==> config.mk <==
export PLATFORM = sky130hd
export DESIGN_NAME = vlag_addr_gen
export DESIGN_NICKNAME = d
export VERILOG_FILES = /design/src/rtl/vlag_pkg.sv /design/src/rtl/vlag_decode.sv /design/src/rtl/vlag_find.sv /design/src/rtl/vlag_addr.sv /design/src/rtl/vlag_addr_gen.sv
export SDC_FILE = /design/constraint.sdc
export NUM_CORES = 2
export LEC_CHECK = 0
export BUFFER_PORTS_ARGS = -buffer_cell sky130_fd_sc_hd__buf_2
export CORE_MARGIN = 2
export CORE_UTILIZATION = 47
export CTS_CLUSTER_DIAMETER = 120
export DETAILED_ROUTE_END_ITERATION = 10
export GPL_TIMING_DRIVEN = 0
export PLACE_DENSITY = 0.73
export REMOVE_ABC_BUFFERS = 1
export SETUP_SLACK_MARGIN = 0.15
export SYNTH_ARGS = -nofsm -noshare
export SYNTH_HDL_FRONTEND = slang
export SYNTH_SLANG_ARGS = --single-unit
==> constraint.sdc <==
create_clock -name clk -period 10.4 [get_ports clk]
set_input_delay 1.04 -clock clk [delete_from_list [all_inputs] [get_ports clk]]
set_output_delay 1.04 -clock clk [all_outputs]
set_load 0.05 [all_outputs]
==> src/rtl/vlag_pkg.sv <==
package vlag_pkg;

    typedef enum logic [1:0] {
        AM_UNIT  = 2'd0,
        AM_SCALE = 2'd1,
        AM_INDEX = 2'd2
    } amode_e;

    typedef enum logic {
        ST_IDLE = 1'b0,
        ST_RUN  = 1'b1
    } state_e;

endpackage

==> src/rtl/vlag_decode.sv <==
module vlag_decode #(
    parameter int AW = 32
) (
    input  logic [31:0]          insn,
    output vlag_pkg::amode_e     mode,
    output logic [1:0]           size_log2,
    output logic [AW-1:0]        imm,
    output logic [4:0]           rd
);
    always_comb begin
        size_log2 = insn[13:12];
        rd        = insn[11:7];
        if (insn[31]) begin
            mode = vlag_pkg::AM_INDEX;
            imm  = {{(AW-5){insn[30]}}, insn[30], insn[23:20]};
        end else if (insn[30]) begin
            mode = vlag_pkg::AM_SCALE;
            imm  = {{(AW-4){insn[23]}}, insn[23:20]};
        end else begin
            mode = vlag_pkg::AM_UNIT;
            imm  = {{(AW-10){insn[29]}}, insn[29:24], insn[23:20]};
        end
    end
endmodule

==> src/rtl/vlag_find.sv <==
module vlag_find #(
    parameter int VLMAX = 8,
    parameter int IW    = $clog2(VLMAX),
    parameter int LW    = $clog2(VLMAX + 1)
) (
    input  logic [VLMAX-1:0] mask,
    input  logic [LW-1:0]    vlen,
    input  logic [IW-1:0]    from,
    input  logic             incl,
    output logic             found,
    output logic [IW-1:0]    idx
);
    logic [VLMAX-1:0] live;

    generate
        for (genvar g = 0; g < VLMAX; g++) begin : g_live
            assign live[g] = mask[g] && (LW'(g) < vlen) &&
                             ((IW'(g) > from) || (incl && (IW'(g) == from)));
        end
    endgenerate

    always_comb begin
        found = 1'b0;
        idx   = '0;
        for (int j = VLMAX - 1; j >= 0; j--) begin
            if (live[j]) begin
                found = 1'b1;
                idx   = IW'(j);
            end
        end
    end
endmodule

==> src/rtl/vlag_addr.sv <==
module vlag_addr #(
    parameter int VLMAX = 8,
    parameter int AW    = 32,
    parameter int IW    = $clog2(VLMAX)
) (
    input  vlag_pkg::amode_e       mode,
    input  logic [1:0]             size_log2,
    input  logic [AW-1:0]          imm,
    input  logic                   rs1_vec,
    input  logic                   rs2_vec,
    input  logic [VLMAX*AW-1:0]    rs1_vals,
    input  logic [VLMAX*AW-1:0]    rs2_vals,
    input  logic [IW-1:0]          elem,
    output logic [AW-1:0]          addr
);
    logic [AW-1:0] base_v;
    logic [AW-1:0] sec_v;
    logic [AW-1:0] elem_x;
    logic [AW-1:0] offs;

    always_comb begin
        elem_x = AW'(elem);
        base_v = rs1_vec ? rs1_vals[int'(elem)*AW +: AW] : rs1_vals[AW-1:0];
        sec_v  = rs2_vec ? rs2_vals[int'(elem)*AW +: AW] : rs2_vals[AW-1:0];
        case (mode)
            vlag_pkg::AM_INDEX: offs = sec_v;
            vlag_pkg::AM_SCALE: offs = (elem_x * sec_v) << size_log2;
            default:            offs = elem_x << size_log2;
        endcase
        addr = base_v + offs + imm;
    end
endmodule

==> src/rtl/vlag_addr_gen.sv <==
module vlag_addr_gen #(
    parameter int VLMAX = 8,
    parameter int AW    = 32,
    localparam int IW   = $clog2(VLMAX),
    localparam int LW   = $clog2(VLMAX + 1)
) (
    input  logic                   clk,
    input  logic                   rst_n,
    input  logic                   start_valid,
    output logic                   start_ready,
    input  logic [31:0]            insn,
    input  logic                   rs1_vec,
    input  logic                   rs2_vec,
    input  logic                   rd_vec,
    input  logic                   pred_zero,
    input  logic [VLMAX-1:0]       pred_mask,
    input  logic [LW-1:0]          vl,
    input  logic [VLMAX*AW-1:0]    rs1_vals,
    input  logic [VLMAX*AW-1:0]    rs2_vals,
    output logic                   req_valid,
    input  logic                   req_ready,
    output logic [AW-1:0]          req_addr,
    output logic [IW-1:0]          req_elem,
    output logic [4:0]             req_dest,
    output logic                   done,
    output logic                   exc
);
    typedef struct packed {
        vlag_pkg::state_e          st;
        logic [IW-1:0]             elem;
        logic [VLMAX-1:0]          mask;
        logic [LW-1:0]             vlen;
        logic [31:0]               insn;
        logic                      v1;
        logic                      v2;
        logic                      vd;
        logic [VLMAX*AW-1:0]       r1;
        logic [VLMAX*AW-1:0]       r2;
        logic                      done;
        logic                      exc;
    } regs_t;

    regs_t s_d, s_q;

    logic              first_found;
    logic [IW-1:0]     first_idx;
    logic              next_found;
    logic [IW-1:0]     next_idx;
    vlag_pkg::amode_e  mode;
    logic [1:0]        size_log2;
    logic [AW-1:0]     imm;
    logic [4:0]        rd;

    vlag_find #(.VLMAX(VLMAX), .IW(IW), .LW(LW)) u_first (
        .mask  (pred_mask),
        .vlen  (vl),
        .from  ('0),
        .incl  (1'b1),
        .found (first_found),
        .idx   (first_idx)
    );

    vlag_find #(.VLMAX(VLMAX), .IW(IW), .LW(LW)) u_next (
        .mask  (s_q.mask),
        .vlen  (s_q.vlen),
        .from  (s_q.elem),
        .incl  (1'b0),
        .found (next_found),
        .idx   (next_idx)
    );

    vlag_decode #(.AW(AW)) u_dec (
        .insn      (s_q.insn),
        .mode      (mode),
        .size_log2 (size_log2),
        .imm       (imm),
        .rd        (rd)
    );

    vlag_addr #(.VLMAX(VLMAX), .AW(AW), .IW(IW)) u_addr (
        .mode      (mode),
        .size_log2 (size_log2),
        .imm       (imm),
        .rs1_vec   (s_q.v1),
        .rs2_vec   (s_q.v2),
        .rs1_vals  (s_q.r1),
        .rs2_vals  (s_q.r2),
        .elem      (s_q.elem),
        .addr      (req_addr)
    );

    always_comb begin
        s_d      = s_q;
        s_d.done = 1'b0;
        s_d.exc  = 1'b0;
        case (s_q.st)
            vlag_pkg::ST_IDLE: begin
                if (start_valid) begin
                    s_d.insn = insn;
                    s_d.v1   = rs1_vec;
                    s_d.v2   = rs2_vec;
                    s_d.vd   = rd_vec;
                    s_d.mask = pred_mask;
                    s_d.vlen = vl;
                    s_d.r1   = rs1_vals;
                    s_d.r2   = rs2_vals;
                    s_d.elem = first_idx;
                    if (!rd_vec && pred_zero) begin
                        s_d.exc  = 1'b1;
                        s_d.done = 1'b1;
                    end else if (!first_found) begin
                        s_d.done = 1'b1;
                    end else begin
                        s_d.st = vlag_pkg::ST_RUN;
                    end
                end
            end
            default: begin
                if (req_ready) begin
                    if (!s_q.vd || !next_found) begin
                        s_d.st   = vlag_pkg::ST_IDLE;
                        s_d.done = 1'b1;
                    end else begin
                        s_d.elem = next_idx;
                    end
                end
            end
        endcase
    end

    always_ff @(posedge clk) begin
        if (!rst_n) s_q <= '0;
        else        s_q <= s_d;
    end

    assign start_ready = (s_q.st == vlag_pkg::ST_IDLE);
    assign req_valid   = (s_q.st == vlag_pkg::ST_RUN);
    assign req_elem    = s_q.elem;
    assign req_dest    = s_q.vd ? (rd + 5'(s_q.elem)) : rd;
    assign done        = s_q.done;
    assign exc         = s_q.exc;

    AST_HOLD_REQ: assert property (@(posedge clk) disable iff (!rst_n)
        (req_valid && !req_ready) |=> (req_valid && $stable(req_addr) && $stable(req_elem)));
    AST_LIVE_ELEM: assert property (@(posedge clk) disable iff (!rst_n)
        req_valid |-> (s_q.mask[req_elem] && (LW'(req_elem) < s_q.vlen)));
    AST_ASCENDING: assert property (@(posedge clk) disable iff (!rst_n)
        (req_valid && req_ready) |=> (!req_valid || (req_elem > $past(req_elem))));
    AST_SCALAR_STOP: assert property (@(posedge clk) disable iff (!rst_n)
        (req_valid && req_ready && !s_q.vd) |=> (done && !req_valid));
    AST_EXC_QUIET: assert property (@(posedge clk) disable iff (!rst_n)
        exc |-> (done && !req_valid));
    AST_BUSY_BLOCK: assert property (@(posedge clk) disable iff (!rst_n)
        req_valid |-> !start_ready);
endmodule

### After elaboration in Yosys (flattened, before gate mapping)

Cells that the tools add are included.

| word-level totals | value |
|---|---|
| memories | 0 |
| bits in read-only memories | 0 |
| word-level logic and storage cells | 137 |
| output and inout bits | 44 |
| bits in registers | 565 |
| latch bits | 0 |
| RAM bits | 0 |

| operators by class | value |
|---|---|
| multiplexer cells | 53 |
| multipliers | 1 |
| reduce and logical (&&, ||, !) cells | 33 |
| equality and inequality tests | 4 |
| shift operators | 4 |
| add/subtract/negate cells | 3 |
| order comparisons | 24 |
| divide/modulo/power cells | 0 |
| bitwise operators | 3 |

Operators with widths:

| cell | count |
|---|---|
| two-way mux 565 bit | 1 |
| variable part select 256 x 9 -> 32 bit | 2 |
| two-way mux 32 bit | 4 |
| adder 32 bit | 2 |
| one-hot mux 32 bit (2 select lines) | 1 |
| two-way mux 3 bit | 17 |
| less-than comparator 3 x 4 -> 1 bit, first input constant | 8 |
| multiplier 3 x 32 -> 32 bit | 1 |
| << shifter 3 x 2 -> 32 bit | 1 |
| << shifter 32 x 2 -> 32 bit | 1 |
| two-way mux 1 bit | 26 |
| logical AND 1 bit | 25 |
| less-than comparator 1 x 4 -> 1 bit, first input constant | 4 |
| less-than comparator 2 x 4 -> 1 bit, first input constant | 4 |
| greater-than comparator 3 bit, first input constant | 4 |
| two-way mux 4 bit | 2 |
| greater-than comparator 1 x 3 -> 1 bit, first input constant | 2 |
| greater-than comparator 2 x 3 -> 1 bit, first input constant | 2 |
| adder 5 x 3 -> 5 bit | 1 |
| two-way mux 5 bit | 1 |
| inequality test 2 bit, second input constant | 2 |
| zero test 1 bit | 3 |
| NOT 1 bit | 3 |
| AND reduction 3 bit | 1 |
| 7 further kinds | 7 |

### Logic depth before layout (Yosys ltp)

| depth | value |
|---|---|
| depth after elaboration | 16 |
| depth in mapped cells | 35 |
| depth with buffers taken out | 31 |

### Hierarchy

A second synthesis with hierarchy kept.

| second synthesis, totals | value |
|---|---|
| cells, all modules | 3,816 |
| area total of the unflattened synthesis | 31,224.9 µm² |

By module, submodules not included:

| module | times used | cells each | area each (µm²) | sequential area each (µm²) |
|---|---|---|---|---|
| vlag_addr_gen | 1 | 2,479 | 19,984.2 | 11,310.8 |
| vlag_addr | 1 | 1,176 | 10,124.7 | 0.0 |
| vlag_find | 2 | 59 | 392.9 | 0.0 |
| vlag_decode | 1 | 43 | 330.3 | 0.0 |

### Worst setup path after synthesis

No wires, ideal clock.

| path | value |
|---|---|
| kind | reg2out |
| start point | register s_q, in the netlist req_elem[0] |
| end point | output port req_addr[24] |
| path buffers | 3 |
| data arrival time | 8.336 ns |
| slack | 1.024 ns |
| required time | 9.360 ns |
| stages on the path, launching flop included | 29 |
| path through | dfxtp_1 -> buf_2 -> buf_2 -> buf_2 -> mux4_2 -> nand2_1 -> a31oi_1 -> and2_1 -> fa_1 -> ha_1 -> fa_1 -> a211oi_1 -> o21ai_0 -> a21oi_1 -> or2_2 -> nand3_1 -> xor2_1 -> a21oi_1 -> nor2_1 -> a221o_1 -> fa_1 -> ha_1 -> nand3_1 -> o21ai_0 -> o21ai_0 -> nand2_1 -> a21oi_1 -> o21a_1 -> o311ai_0 |

| between the ends | value |
|---|---|
| longest elaborated chain between the ends | 7 |
| elaborated cells between the ends (all ways) | 10 |
| those cells by class | add/sub (2); mul (1); shift (4); mux (3) |

Ends and longest elaborated chain:

| element | RTL line | text |
|---|---|---|
| from (decl) | vlag_addr_gen.sv:43 | `regs_t s_d, s_q;` |
| from (signal assigned) | vlag_addr_gen.sv:132 | `if (!rst_n) s_q <= '0;` |
| from (signal assigned) | vlag_addr_gen.sv:133 | `else s_q <= s_d;` |
| variable part select 256 x 9 -> 32 bit | vlag_addr.sv:24 | `sec_v = rs2_vec ? rs2_vals[int'(elem)*AW +: AW] : rs2_vals[AW-1:0];` |
| two-way mux 32 bit | vlag_addr.sv:24 |  |
| multiplier 3 x 32 -> 32 bit | vlag_addr.sv:27 | `vlag_pkg::AM_SCALE: offs = (elem_x * sec_v) << size_log2;` |
| << shifter 32 x 2 -> 32 bit | vlag_addr.sv:27 |  |
| one-hot mux 32 bit (2 select lines) | vlag_addr.sv:25 | `case (mode)` |
| adder 32 bit (*) (2 in series) | vlag_addr.sv:30 | `addr = base_v + offs + imm;` |
| to (decl) | vlag_addr_gen.sv:22 | `output logic [AW-1:0] req_addr,` |

Mark *: on every way between the ends. The rest lies on a longest branch, timed or not.

### Final worst setup path

| path | value |
|---|---|
| start point | register s_q, in the netlist req_elem[2] |
| end point | output port req_addr[31] |

Same word-level chain as after synthesis.

==> flow_metrics.py <==
metrics = {
    "status": {
        "status": "finished clean",
    },
    "layout": {
        "areaGrowthSynthToFinish_pct": 20.4,
        "final_area_um2": 37000,
        "fin_cells": 5102,
        "final_cell_mix": "1354 x nand2_1, 592 x buf_2, 549 x a21boi_0, 546 x dfxtp_1, 134 x inv_1",
        "nNetsFinal": 4860,
        "drive_gt1_share_pct": 21.9,
        "final_common_cell": "nand2_1",
    },
    "routing": {
        "dr.pass1.iters": 6,
        "antenna_left": 0,
        "vias": 27648,
        "totalWireLength_mm": 92.4,
        "vias_per_cell": 5.42,
        "wire_per_inst_um": 18.1,
        "drc_errors": 0,
        "drt_iter0_markers": 2215,
    },
    "critical_path": {
        "cpMaxStageDelayCell": "a31oi_1",
        "critPathMaxStageDelay_ps": 620,
        "critPathBufInv": 5,
        "worstReg2RegEnd": "s_q[372]",
        "worstSetupEndpointType": "output pin",
        "worstPathRequired_ps": 9360,
        "reg2regPathDepth": 9,
        "critPathLaunchType": "flip-flop",
        "r2r_setup_slack_ps": 7370,
        "path_class": "flip-flop to output pin",
        "cp_top_family": "compound AO/OA/AOI/OAI gates",
        "worstPathArrival_ps": 8730,
        "cp_max_fo": 36,
        "r2r-start": "req_valid",
    },
    "sta": {
        "slew_violations": 0,
        "finalSetupViolations": 0,
        "final.setup_skew_ps": 10.2,
        "max_slew_margin_pct": 18.3,
        "min_period_over_period_pct": 94.0,
        "rsz0062_at_grt": "false",
        "hold_violations": 0,
        "tightestPinTransition_ps": 1220,
        "fmax_mhz": 102,
        "finalCriticalPeriod_ps": 9770,
        "setup_tns_ps": 0,
    },
    "clocking": {
        "cts_buffers": 60,
        "cts_tree": "built",
        "cts.reportedPaths.clkPinSlew_ps": 60,
        "clock_sinks": 551,
        "cts_hold_buf": 0,
        "htreeDepth": 2,
        "clock_path_buffers": 3,
        "cts_root_buffer": "clkbuf_16",
        "clk_latency_ps": 620,
    },
    "floorplan": {
        "ios": 608,
        "start_util_pct": 47.6,
        "core_um2": 64600,
        "die_area_um2": 67400,
        "dieHeight_um": 260,
        "die_width_um": 260,
        "rows": 93,
    },
    "flow_run": {
        "maxCapViolCount": 0,
    },
    "yosys": {
        "ys_ff_latch": 551,
        "synth-seq-area-share_pct": 35.9,
        "synth_top_family_by_area": "compound AO/OA/AOI/OAI gates",
        "synthTopCellsByArea": "dfxtp_1 36%, nand2_1 17%, a21boi_0 13%",
        "synth_top_area_share_pct": 35.9,
        "async_reset_ff_share_pct": 0,
        "synth_mux_area_share_pct": 10.1,
        "synth_compound_area_share_pct": 20.3,
        "synth_cell_types": 73,
        "synth_edf_count": 0,
        "syn_area_um2": 30700,
        "synthCells": 3746,
        "synth_xor_xnor_area_share_pct": 1.77,
        "synth_top_cell_by_area": "dfxtp_1",
        "synth-simple-area-share_pct": 20.0,
        "syn_avg_cell_area_um2": 8.20,
        "synth_warnings": 0,
        "synth-main-ff-cell": "dfxtp_1",
        "yosys.area_share.adder_pct": 6.67,
    },
    "power_and_ir_drop": {
        "p_leak_nw": 15.4,
        "ir_drop_uv": 137,
        "power_density_nw_per_um2": 160,
    },
    "placement": {
        "gp_routability_congestion": 0.892,
        "io_buffer_count": 594,
        "place_area_um2": 34500,
        "placed_cells": 4951,
        "dp.final_hpwl_mm": 65.6,
    },
    "global_routing": {
        "grtUsageTotal_pct": 26.5,
        "grt_pass1_wl_mm": 142,
        "grt_pass1_vias": 26443,
        "grt_max_degree": 183,
        "antenna_found_initial": 33,
        "gr-total-overflow": 0,
    },
    "hold_path": {
        "min-delay-start": "s_q[122]",
        "whs_path_depth": 2,
        "min_to": "s_q[122]",
        "hold_class": "flip-flop to flip-flop",
    },
}
## registers in the layout, summed over array words and instances (netlist names)
register	count
s_q	545
req_valid	1
req_elem	3
done	1
exc	1
## what timing repair did
action / CTS / global route
endpoints found under the setup margin: 12 / 5
pin swaps: 0 / 1
setup buffers: 6 / 5
cloned: 0 / 1
resized for setup: 10 / 19
## metal layers
layer	track usage, %	up-vias	share of wire (%)
li1	-	13471	-
met1	33.7	13173	42
met2	44.5	796	48
met3	4.43	188	5.8
met4	10.9	20	3.6
met5	0	-	0.13
## how the worst max path moves through the flow
stage,to,from,depth (start not counted)
2_1_floorplan,exc,start_valid,2
3_3_place_gp,s_q[290],start_valid,4
3_5_place_dp,req_addr[31],req_elem[0],31
4_1_cts,req_addr[31],req_elem[0],32
5_1_grt,req_addr[31],req_elem[0],32
6_report,req_addr[31],req_elem[2],31
## worst min-delay path, delay by kind of cell (launching register included)
kind | cells | cell delay [ps]
AOI/OAI and AO/OA | 1 | 60
DFF | 1 | 300
and+or+nand+nor | 1 | 50
## cell families after synthesis
logic type / after synthesis
AOI/OAI and AO/OA: 869
xor gates and xnor gates: 62
adders and majority gates: 126
buffers and inverters: 414
DFF: 551
muxes: 150
and+or+nand+nor: 1574
## final cells by class
class	count	area, um2
fillers	5904	27600
flip-flops and latches	551	11000
multi-input cells	2781	18300
diodes	28	70.1
well taps	855	1070
repair buffers	639	3930
clock buffers	87	1780
clock inverters	24	325
inverters	137	519
## power by group
part / switching [mW] / leakage [nW] / internal [mW]
combinational: 0.835 / 9.81 / 0.494
sequential: 0.0894 / 4.53 / 2.25
clock: 0.898 / 1.04 / 1.36
total: 1.82 / 15.4 / 4.10
## synthesized netlist by cell type (all sizes together) (10+ instances only)
cell type	number
nor2b	10
fa	63
a21boi	549
a21oi	77
dfxtp	551
a221oi	14
a211oi	11
xnor2	44
nand2	1355
inv	136
nand3	48
xor2	18
ha	63
o21ai	79
nor3	18
a21o	23
mux4	128
clkbuf	239
buf	38
mux2i	14
nor2	100
a31oi	42
## per-stage QoR
stage               hold WS [ps]  total power, mW  setup slack [ps]  utilization [%]
finish                       459             5.93               628             57.3
global route                 475             6.19               175             57.3
CTS                          462             5.96               162             57.0
detailed placement           453             3.68             -39.3             53.5
global placement             452             3.91            -21550             52.2
floorplan                    438             3.35             -8950                -
Note: power is estimated with default switching activity, not from simulation.
